### src/rtl/sar_conv_seq_pkg.sv
package sar_conv_seq_pkg;

    typedef enum logic [2:0] {
        PH_IDLE  = 3'd0,
        PH_BUF   = 3'd1,
        PH_DIR   = 3'd2,
        PH_RES   = 3'd3,
        PH_DONE  = 3'd4
    } phase_e;

    typedef struct packed {
        logic busy;
        logic buf_en;
        logic direct_en;
        logic resolving;
        logic done;
    } phase_ctl_t;

    // Direct sample length: base doubled once per code step.
    function automatic int unsigned direct_len(input int unsigned base,
                                               input int unsigned code);
        return base << code;
    endfunction

    function automatic phase_ctl_t phase_decode(input phase_e ph);
        phase_ctl_t c;
        c.busy      = (ph != PH_IDLE);
        c.buf_en    = (ph == PH_BUF);
        c.direct_en = (ph == PH_DIR);
        c.resolving = (ph == PH_RES);
        c.done      = (ph == PH_DONE);
        return c;
    endfunction

endpackage

### src/rtl/sar_conv_seq_timer.sv
module sar_conv_seq_timer
    import sar_conv_seq_pkg::*;
#(
    parameter int BUF_CYC  = 2,
    parameter int DIR_BASE = 2,
    parameter int CODE_W   = 2,
    parameter int RES_BITS = 10,
    parameter int CNT_W    = 4
) (
    input  logic              clk,
    input  logic              rst,
    input  logic              start,
    input  logic              stop,
    input  logic [CODE_W-1:0] code,
    output phase_e            phase,
    output logic [CNT_W-1:0]  cnt,
    output logic              accept,
    output logic              enter_res
);

    phase_e            ph_n;
    logic [CNT_W-1:0]  cnt_n;
    logic [CODE_W-1:0] code_q;

    assign accept    = (phase == PH_IDLE) && start && !stop;
    assign enter_res = (phase == PH_DIR) && (cnt == '0) && !stop;

    always_comb begin
        ph_n  = phase;
        cnt_n = cnt;
        case (phase)
            PH_IDLE: begin
                if (start) begin
                    ph_n  = PH_BUF;
                    cnt_n = CNT_W'(BUF_CYC - 1);
                end
            end
            PH_BUF: begin
                if (cnt == '0) begin
                    ph_n  = PH_DIR;
                    cnt_n = CNT_W'(direct_len(DIR_BASE, 32'(code_q)) - 1);
                end else begin
                    cnt_n = cnt - 1'b1;
                end
            end
            PH_DIR: begin
                if (cnt == '0) begin
                    ph_n  = PH_RES;
                    cnt_n = CNT_W'(RES_BITS - 1);
                end else begin
                    cnt_n = cnt - 1'b1;
                end
            end
            PH_RES: begin
                if (cnt == '0) begin
                    ph_n = PH_DONE;
                end else begin
                    cnt_n = cnt - 1'b1;
                end
            end
            default: begin
                ph_n  = PH_IDLE;
                cnt_n = '0;
            end
        endcase
        if (stop) begin
            ph_n  = PH_IDLE;
            cnt_n = '0;
        end
    end

    always_ff @(posedge clk) begin
        if (rst) begin
            phase  <= PH_IDLE;
            cnt    <= '0;
            code_q <= '0;
        end else begin
            phase <= ph_n;
            cnt   <= cnt_n;
            if (accept) begin
                code_q <= code;
            end
        end
    end

endmodule

### src/rtl/sar_conv_seq_approx.sv
module sar_conv_seq_approx #(
    parameter int RES_BITS = 10,
    parameter int IDX_W    = 4
) (
    input  logic                clk,
    input  logic                rst,
    input  logic                clear,
    input  logic                load_msb,
    input  logic                step,
    input  logic [IDX_W-1:0]    bit_idx,
    input  logic                comp_above,
    output logic [RES_BITS-1:0] value
);

    logic [RES_BITS-1:0] nxt;

    // Decide the trial bit, then raise the next lower one.
    always_comb begin
        nxt = value;
        for (int i = 0; i < RES_BITS; i++) begin
            if (i == int'(bit_idx) && comp_above) begin
                nxt[i] = 1'b0;
            end
            if (i + 1 == int'(bit_idx)) begin
                nxt[i] = 1'b1;
            end
        end
    end

    always_ff @(posedge clk) begin
        if (rst || clear) begin
            value <= '0;
        end else if (load_msb) begin
            value <= {1'b1, {(RES_BITS-1){1'b0}}};
        end else if (step) begin
            value <= nxt;
        end
    end

endmodule

### src/rtl/sar_conv_seq_chan.sv
module sar_conv_seq_chan #(
    parameter int SEL_W = 6,
    parameter int MUX_N = 16
) (
    input  logic             clk,
    input  logic             rst,
    input  logic             accept,
    input  logic [SEL_W-1:0] chan,
    input  logic             sampling,
    output logic [SEL_W-1:0] chan_q,
    output logic [MUX_N-1:0] mux_en
);

    localparam int LINE_W = $clog2(MUX_N);

    logic in_range;

    always_ff @(posedge clk) begin
        if (rst) begin
            chan_q <= '0;
        end else if (accept) begin
            chan_q <= chan;
        end
    end

    assign in_range = (chan_q[SEL_W-1:LINE_W] == '0);

    for (genvar g = 0; g < MUX_N; g++) begin : g_line
        assign mux_en[g] = sampling && in_range &&
                           (chan_q[LINE_W-1:0] == LINE_W'(g));
    end

endmodule

### src/rtl/sar_conv_seq.sv
module sar_conv_seq
    import sar_conv_seq_pkg::*;
#(
    parameter int RES_BITS = 10,
    parameter int BUF_CYC  = 2,
    parameter int DIR_BASE = 2,
    parameter int CODE_W   = 2,
    parameter int SEL_W    = 6,
    parameter int MUX_N    = 16
) (
    input  logic                clk,
    input  logic                rst,
    input  logic                start,
    input  logic                stop,
    input  logic [CODE_W-1:0]   ist,
    input  logic [SEL_W-1:0]    chan,
    input  logic                comp_above,
    output logic                busy,
    output logic                buf_en,
    output logic                direct_en,
    output logic [MUX_N-1:0]    mux_en,
    output logic [SEL_W-1:0]    chan_q,
    output logic [RES_BITS-1:0] sar,
    output logic                eoc
);

    localparam int MAX_DIR = DIR_BASE << ((1 << CODE_W) - 1);
    localparam int MAX_A   = (MAX_DIR > RES_BITS) ? MAX_DIR : RES_BITS;
    localparam int MAX_CNT = (MAX_A > BUF_CYC) ? MAX_A : BUF_CYC;
    localparam int CNT_W   = $clog2(MAX_CNT);
    localparam int IDX_W   = $clog2(RES_BITS);

    phase_e           phase;
    phase_ctl_t       ctl;
    logic [CNT_W-1:0] cnt;
    logic             accept;
    logic             enter_res;

    sar_conv_seq_timer #(
        .BUF_CYC (BUF_CYC),
        .DIR_BASE(DIR_BASE),
        .CODE_W  (CODE_W),
        .RES_BITS(RES_BITS),
        .CNT_W   (CNT_W)
    ) u_timer (
        .clk      (clk),
        .rst      (rst),
        .start    (start),
        .stop     (stop),
        .code     (ist),
        .phase    (phase),
        .cnt      (cnt),
        .accept   (accept),
        .enter_res(enter_res)
    );

    assign ctl = phase_decode(phase);

    sar_conv_seq_approx #(
        .RES_BITS(RES_BITS),
        .IDX_W   (IDX_W)
    ) u_approx (
        .clk       (clk),
        .rst       (rst),
        .clear     (accept || stop),
        .load_msb  (enter_res),
        .step      (ctl.resolving),
        .bit_idx   (cnt[IDX_W-1:0]),
        .comp_above(comp_above),
        .value     (sar)
    );

    sar_conv_seq_chan #(
        .SEL_W(SEL_W),
        .MUX_N(MUX_N)
    ) u_chan (
        .clk     (clk),
        .rst     (rst),
        .accept  (accept),
        .chan    (chan),
        .sampling(ctl.buf_en || ctl.direct_en),
        .chan_q  (chan_q),
        .mux_en  (mux_en)
    );

    assign busy      = ctl.busy;
    assign buf_en    = ctl.buf_en;
    assign direct_en = ctl.direct_en;
    assign eoc       = ctl.done;

endmodule

### config.mk
export PLATFORM = sky130hd
export DESIGN_NAME = sar_conv_seq
export DESIGN_NICKNAME = d
export VERILOG_FILES = /design/src/rtl/sar_conv_seq_pkg.sv /design/src/rtl/sar_conv_seq_timer.sv /design/src/rtl/sar_conv_seq_approx.sv /design/src/rtl/sar_conv_seq_chan.sv /design/src/rtl/sar_conv_seq.sv
export SDC_FILE = /design/constraint.sdc
export NUM_CORES = 1
export LEC_CHECK = 0
export CAP_MARGIN = 15
export CORE_MARGIN = 2
export CORE_UTILIZATION = 35
export CTS_CLUSTER_SIZE = 10
export DETAILED_ROUTE_END_ITERATION = 12
export DONT_BUFFER_PORTS = 1
export GPL_TIMING_DRIVEN = 0
export PLACE_DENSITY = 0.6
export SYNTH_ARGS = -nofsm -noshare
export SYNTH_HDL_FRONTEND = slang
export SYNTH_HIERARCHICAL = 1
export SYNTH_SLANG_ARGS = --single-unit
### constraint.sdc
create_clock -name clk -period 2.1 [get_ports clk]
set_input_delay 0.42 -clock clk [delete_from_list [all_inputs] [get_ports clk]]
set_output_delay 0.42 -clock clk [all_outputs]
set_load 0.05 [all_outputs]
==> results.ini, run 1 <==
[run_status]
outcome=finished with violations
violations=negative setup slack

[route]
drt_iter0_markers=67
detail-route-antenna-nets=0
drt_wl_total_mm=4.18
via_count=1449
drc_errors=0
viasPerCell=5.75
wire_per_inst_um=16.6
first_pass_iters=4

[sta]
hold_viol_final=0
fin_crit_ps=2440
timing.final.crit_share=1.16
clock.fmax_mhz=409
relSlewSlack=0.432
skew_ps=3.08
slew_viol_final=0
rsz0062_at_grt=true
whs_ps=201
worst_slew_pin_slew_ps=848
fin_tns_setup_ps=-3260
setup_ws_ps=-343
setup_viol=16

[grt]
grt_pass1_wl_mm=6.78
top_usage_layer=met2
grt_use_total=0.166
grt_max_degree=16
grt-ovfl-total=0
grtUsageMet2=0.283
grt_pass1_vias=1389
use_met1=0.209
grtUsageMet3=0.0433
antenna_found_initial=0

[floorplan]
io_pins=49
dieArea_mm2=0.00497
fp.coreArea_mm2=0.00429
die_w_um=70.5
die_h_um=70.5
row_count=24
initial_core_util=0.360

[cells_and_area]
layout_common_cells=nor2_1 (18), dfxtp_1 (14), buf_6 (11)
multiInputGateArea_mm2=0.00121
drive_above_1_share=0.430
design_area_mm2=0.00213
utilization=0.495
area_growth_pct=37.5
mostFrequentLayoutCell=nor2_1
fill_cells=409
seq_area_um2=534
antenna_cells=0
nets=216

[power]
ir_drop_mv=0.392
p_switching_uw=326
switching_share=0.313
pwr_density_cell_mw_per_mm2=489
p_int_uw=714
p_clk_frac=0.279
comb_power_share=0.217
leakagePower_nw=0.753
seq_power_share=0.503
totalPowerFinal_mw=1.04

[critical_path]
arrival_ps=2020
cp-end-kind=output pin
worst-path-max-fanout=4
reg2reg_slack_ps=60
crit_path_start_kind=flop
cp_slowest_cell=nor4_4
slowest_delay_ps=540
crit_buf_inv=1
critPathKind=reg -> out
cp_top_family=simple AND/OR/NAND/NOR gates
cp_cell_sequence=xnor2_2 > nor2_2 > or3b_4 > buf_12 > nor4_4
required_ps=1680

[clock_network]
clock_sinks=25
htreeDepth=1
numCtsBuffers=3
tritoncts=done
holdBufCountCts=0
cts_root_buf=clkbuf_8
cts_buffer_depth=2
clk_pin_slew_ps=90
clk_latency_ps=270

[yosys]
synth_area_per_cell_um2=8.59
synth-edff-count=0
ys_types=51
syn_area_mm2=0.00155
syn-num-nets=195
synth_seq_cells=25
yosysSeqAreaShare=0.324
ys_warn_count=6
synth-async-reset-ratio=0
ys.flop_type=dfxtp_1
netlist_instances=180

[place]
dp_hpwl_mm=2.83
port_buffers=0
dpl_cell_area_mm2=0.00178
routabilityCongestion=0.794

[hold_path]
min_path_type=in -> reg

[run]
cap_violations=0

-- power by group through the flow --
stage	clock network [mW]	registers [mW]	logic, mW
detailed placement	0	0.544	0.168
CTS	0.302	0.528	0.206
floorplan	0	0.536	0.147
finish	0.290	0.523	0.226
global route	0.318	0.526	0.244
global placement	0	0.543	0.164
-- cell usage after synthesis (all sizes together), types with 2 or more instances --
cell type / instances / area (um^2)
a211oi: 4 / 40.0
a21oi: 5 / 25.0
a22oi: 3 / 27.5
a31oi: 2 / 12.5
a32o: 5 / 50.1
and2: 2 / 12.5
and3: 4 / 26.3
and3b: 2 / 18.8
buf: 8 / 52.6
dfxtp: 25 / 500
ha: 2 / 25.0
inv: 6 / 22.5
mux2i: 8 / 80.1
nand2: 6 / 22.5
nand2b: 3 / 18.8
nand3: 10 / 55.1
nor2: 26 / 97.6
nor2b: 5 / 31.3
nor3: 9 / 60.1
nor3b: 4 / 35.0
nor4: 5 / 43.8
nor4b: 2 / 32.5
o21ai: 7 / 35.0
o311ai: 2 / 17.5
or3: 5 / 31.3
or3b: 2 / 20.0
or4: 2 / 15.0
or4b: 2 / 20.0
xnor2: 3 / 26.3
-- through the flow --
| step | worst slack (ps) | instances |
|---|---|---|
| 2_1_floorplan | -160 | 180 |
| 3_3_place_gp | -406 | 232 |
| 3_5_place_dp | -492 | 232 |
| 4_1_cts | -447 | 247 |
| 5_1_grt | -432 | 252 |
| 6_report | -343 | 252 |
-- worst paths after layout --
| kind | from | end | depth (start not counted) |
|---|---|---|---|
| min | rst | u_chan/chan_q[3] | 1 |
| max | u_timer/phase[0] | mux_en[3] | 5 |
| min reg2reg | u_timer/cnt[0] | u_timer/cnt[0] | 1 |
| max reg2reg | u_timer/phase[0] | u_approx/value[3] | 10 |
-- flip-flops by register name (all words and copies together) (netlist names) --
| signal | flops |
|---|---|
| u_approx/value | 10 |
| u_chan/chan_q | 6 |
| u_timer/cnt | 4 |
| u_timer/code_q | 2 |
| u_timer/phase | 3 |
-- metal layers --
metal | vias to the layer above | share of wire
li1 | 708 | -
met3 | 8 | 0.055
met4 | 0 | 0.017
met2 | 52 | 0.49
met5 | - | 0
met1 | 681 | 0.43
-- cells by family after synthesis --
group / share of synthesized area
XOR/XNOR: 0.0170
buffers and inverters: 0.0510
adder cells (fa/ha/maj): 0.0235
AO/OA/AOI/OAI: 0.168
multiplexers: 0.0518
flip-flops: 0.324
AND/OR/NAND/NOR: 0.365
-- what timing repair did --
item,4_1_cts,5_1_grt
endpoints found under the hold margin,0,0
resized for setup,22,28
setup endpoints to repair,26,31
setup buffers,11,9
pin swaps,11,14
-- area by class of cell --
class / instances / share of cell area
multi-input combinational: 140 / 0.569
sequential: 25 / 0.251
timing repair buffer: 17 / 0.0824
buffer: 8 / 0.0341
tap: 52 / 0.0306
clock buffer: 3 / 0.0194
inverter: 6 / 0.0106
clock inverter: 1 / 0.00294
Power figures use the tool's default switching activity.
==> run 2: changes to the inputs <==
- ABC_AREA: unset -> 1
==> run 2 against run 1 <==
Compared with the run above:
- the run now ends clean
- critical path type unchanged
- worst setup slack gained 410 ps
- critical path depth shrank 1
- synthesized cell count grew 47%
- non-clock buffer count shrank 21
- clock skew shrank 0.82 ps
- sequential power grew 4.0%
- via count grew 9.1%
- wire length shrank 12%
- combinational power shrank 8%
- sequential cell count is the same
- total power shrank 0.21%
- synthesized area grew 6.5%
==> results.ini, run 2 <==
[clock_network]
holdBufCountCts=0  ; unchanged
postCtsSetupBuffers=0  ; was 11
htreeDepth=1  ; unchanged
cts_root_buf=clkbuf_8  ; unchanged
clk_pin_slew_ps=80  ; was 90 ps
clock_sinks=25  ; unchanged
tritoncts=done  ; unchanged
cts_buffer_depth=2  ; unchanged
clk_latency_ps=270  ; about the same
numCtsBuffers=3  ; unchanged

[critical_path]
crit_path_start_kind=flop  ; unchanged
required_ps=1680  ; about the same
reg2reg_slack_ps=300  ; was 60 ps
cp-end-kind=output pin  ; unchanged
r2r_end=u_approx/value[2]  ; was u_approx/value[3]
worstRegToRegCells=9  ; was 10
critPathKind=reg -> out  ; unchanged
rr_startpoint=u_timer/phase[2]  ; was u_timer/phase[0]
worst-path-max-fanout=6  ; was 4
arrival_ps=1610  ; was 2020 ps

[yosys]
yosysTopAreaCellShare=0.304  ; was 0.324
netlist_instances=265  ; was 180
ys_types=25  ; was 51
synth_area_per_cell_um2=6.21  ; was 8.59 um^2
synth_seq_cells=25  ; unchanged
synth-async-reset-ratio=0  ; unchanged
ys_top_cells_by_count=nand2_1 (82), nor2_1 (44), dfxtp_1 (25), inv_1 (25), nor2_2 (17)  ; was nor2_1 (26), dfxtp_1 (25), nand3_1 (9)
ys_warn_count=6  ; unchanged
syn-num-nets=280  ; was 195
synth-edff-count=0  ; unchanged
syn_area_mm2=0.00165  ; was 0.00155 mm^2
yosys-top-cells-area=dfxtp_1 (30%), nand2_1 (19%), nor2_1 (10%)  ; was dfxtp_1 (32%), nor2_1 (6.3%), mux2i_1 (5.2%)
netlist.top_cell.by_area=dfxtp_1  ; unchanged
yosysSeqAreaShare=0.304  ; was 0.324
synth.most_common_cell=nand2_1  ; was nor2_1
ys.flop_type=dfxtp_1  ; unchanged

[place]
port_buffers=0  ; unchanged
dp_cells=318  ; was 232
post-place-ws_ps=-99.6  ; was -492 ps
dp_hpwl_mm=2.91  ; was 2.83 mm
routabilityCongestion=0.885  ; was 0.794

[cells_and_area]
fin_cells=322  ; was 252
antenna_cells=0  ; unchanged
nets=286  ; was 216
multiInputGateArea_mm2=0.00108  ; was 0.00121 mm^2
fill_cells=470  ; was 409
top_regs=u_approx/value: 10 flops, u_chan/chan_q: 6 flops, u_timer/cnt: 4 flops  ; unchanged
layout_common_cells=nand2_1 (81), nor2_1 (38), inv_1 (25)  ; was nor2_1 (18), dfxtp_1 (14), buf_6 (11)
utilization=0.418  ; was 0.495
regMostFlops=u_approx/value  ; unchanged
drive_above_1_share=0.237  ; was 0.430
area_growth_pct=12.9  ; was 37.5%
largest_reg_flops=10  ; unchanged
seq_area_um2=509  ; was 534 um^2
mostFrequentLayoutCell=nand2_1  ; was nor2_1

[run]
cap_violations=0  ; unchanged

[route]
via_count=1581  ; was 1449
first_pass_iters=4  ; unchanged
wire_per_inst_um=11.4  ; was 16.6 um
drt_wl_total_mm=3.67  ; was 4.18 mm
detail-route-antenna-nets=0  ; unchanged
viasPerCell=4.91  ; was 5.75
drt_iter0_markers=68  ; was 67
drc_errors=0  ; unchanged

[grt]
antenna_found_initial=0  ; unchanged
grt_max_degree=14  ; was 16
grt-ovfl-total=0  ; unchanged
grt_pass1_vias=1388  ; was 1389
grt_pass1_wl_mm=5.90  ; was 6.78 mm
grt_use_total=0.139  ; was 0.166

[sta]
setup_ws_ps=65.0  ; was -343 ps
slew_viol_final=0  ; unchanged
fin_crit_ps=2030  ; was 2440 ps
rsz0062_at_grt=true  ; unchanged
hold_viol_final=0  ; unchanged
worst_slew_pin_slew_ps=562  ; was 848 ps
clock.fmax_mhz=491  ; was 409 MHz
timing.final.crit_share=0.969  ; was 1.16
skew_ps=2.26  ; was 3.08 ps
relSlewSlack=0.625  ; was 0.432
setup_viol=0  ; was 16

[floorplan]
dieArea_mm2=0.00527  ; was 0.00497 mm^2
fp.coreArea_mm2=0.00444  ; was 0.00429 mm^2
io_pins=49  ; unchanged
initial_core_util=0.370  ; was 0.360
die_h_um=72.6  ; was 70.5 um
row_count=24  ; unchanged
die_w_um=72.6  ; was 70.5 um

[power]
p_clk_frac=0.274  ; was 0.279
comb_power_share=0.201  ; was 0.217
p_switching_uw=353  ; was 326 uW
p_int_uw=684  ; was 714 uW
ir_drop_mv=0.208  ; was 0.392 mV
seq_power_share=0.524  ; was 0.503
pwr_density_cell_mw_per_mm2=558  ; was 489 mW/mm^2
leakagePower_nw=0.668  ; was 0.753 nW
switching_share=0.341  ; was 0.313

[hold_path]
holdPathEnd=u_timer/code_q[0]  ; was u_chan/chan_q[3]
holdPathStages=1  ; unchanged
hold_start=rst  ; unchanged
min_path_type=in -> reg  ; unchanged

[run_status]
outcome=finished clean  ; was finished with violations

run 2: what timing repair did:
item                                    in CTS  in global routing
endpoints found under the hold margin        0                  0
resized for setup                           10                 18
endpoints found under the setup margin      16                 16
pin swaps                                    0                 10
run 2: stage by stage:
stage	hold slack (ps)	area, um^2	power, mW	setup TNS, ps
6_report	209	1860	1.04	0
5_1_grt	191	1860	1.10	-20.1
4_1_cts	202	1780	1.03	-1410
3_5_place_dp	474	1720	0.743	-272
3_3_place_gp	470	1710	0.740	-214
2_1_floorplan	449	1650	0.710	0
run 2: kinds of logic (layout without fill, tap and decap cells):
| group | count (synthesis) | count (layout) | share of synthesized area |
|---|---|---|---|
| XOR/XNOR | 1 | 1 | 0.00532 |
| buffers and inverters | 34 | 39 | 0.0912 |
| adder cells (fa/ha/maj) | 2 | 2 | 0.0152 |
| flip-flops | 25 | 25 | 0.304 |
| AO/OA/AOI/OAI | 30 | 30 | 0.123 |
| AND/OR/NAND/NOR | 173 | 173 | 0.461 |
run 2: area by class of cell:
type / instances / area share
Buffer: 3 / 0.0202
Clock buffer: 4 / 0.0242
Inverter: 31 / 0.0626
Multi-Input combinational cell: 206 / 0.580
Sequential cell: 25 / 0.274
Tap cell: 52 / 0.0350
Timing Repair Buffer: 1 / 0.00404
run 2: power by group through the flow:
stage	Sequential (mW)	Combinational (mW)	Clock, mW
6_report	0.544	0.209	0.285
5_1_grt	0.548	0.232	0.316
4_1_cts	0.544	0.194	0.295
3_5_place_dp	0.554	0.189	0
3_3_place_gp	0.554	0.187	0
2_1_floorplan	0.548	0.163	0
run 2: critical path, cell delays in order (launching register included):
cell and delay (ps):
dfxtp_2 550, inv_1 90, nor2_2 180, nand2_1 90, nor2_2 440
run 2: layer usage:
layer / global-route usage / share of wire
met1: 0.165 / 0.44
met2: 0.246 / 0.49
met3: 0.0304 / 0.064
met4: 0.0453 / 0.0087
met5: 0 / 0
run 2: worst max-delay path by stage:
stage,startpoint,end,slack [ps]
final,u_chan/chan_q[0],mux_en[13],70
after global routing,u_chan/chan_q[3],mux_en[9],-20
after CTS,u_timer/phase[2],mux_en[4],-150
after detailed placement,u_chan/chan_q[0],mux_en[1],-100
after global placement,u_chan/chan_q[0],mux_en[1],-70
after floorplan,u_chan/chan_q[0],mux_en[1],30
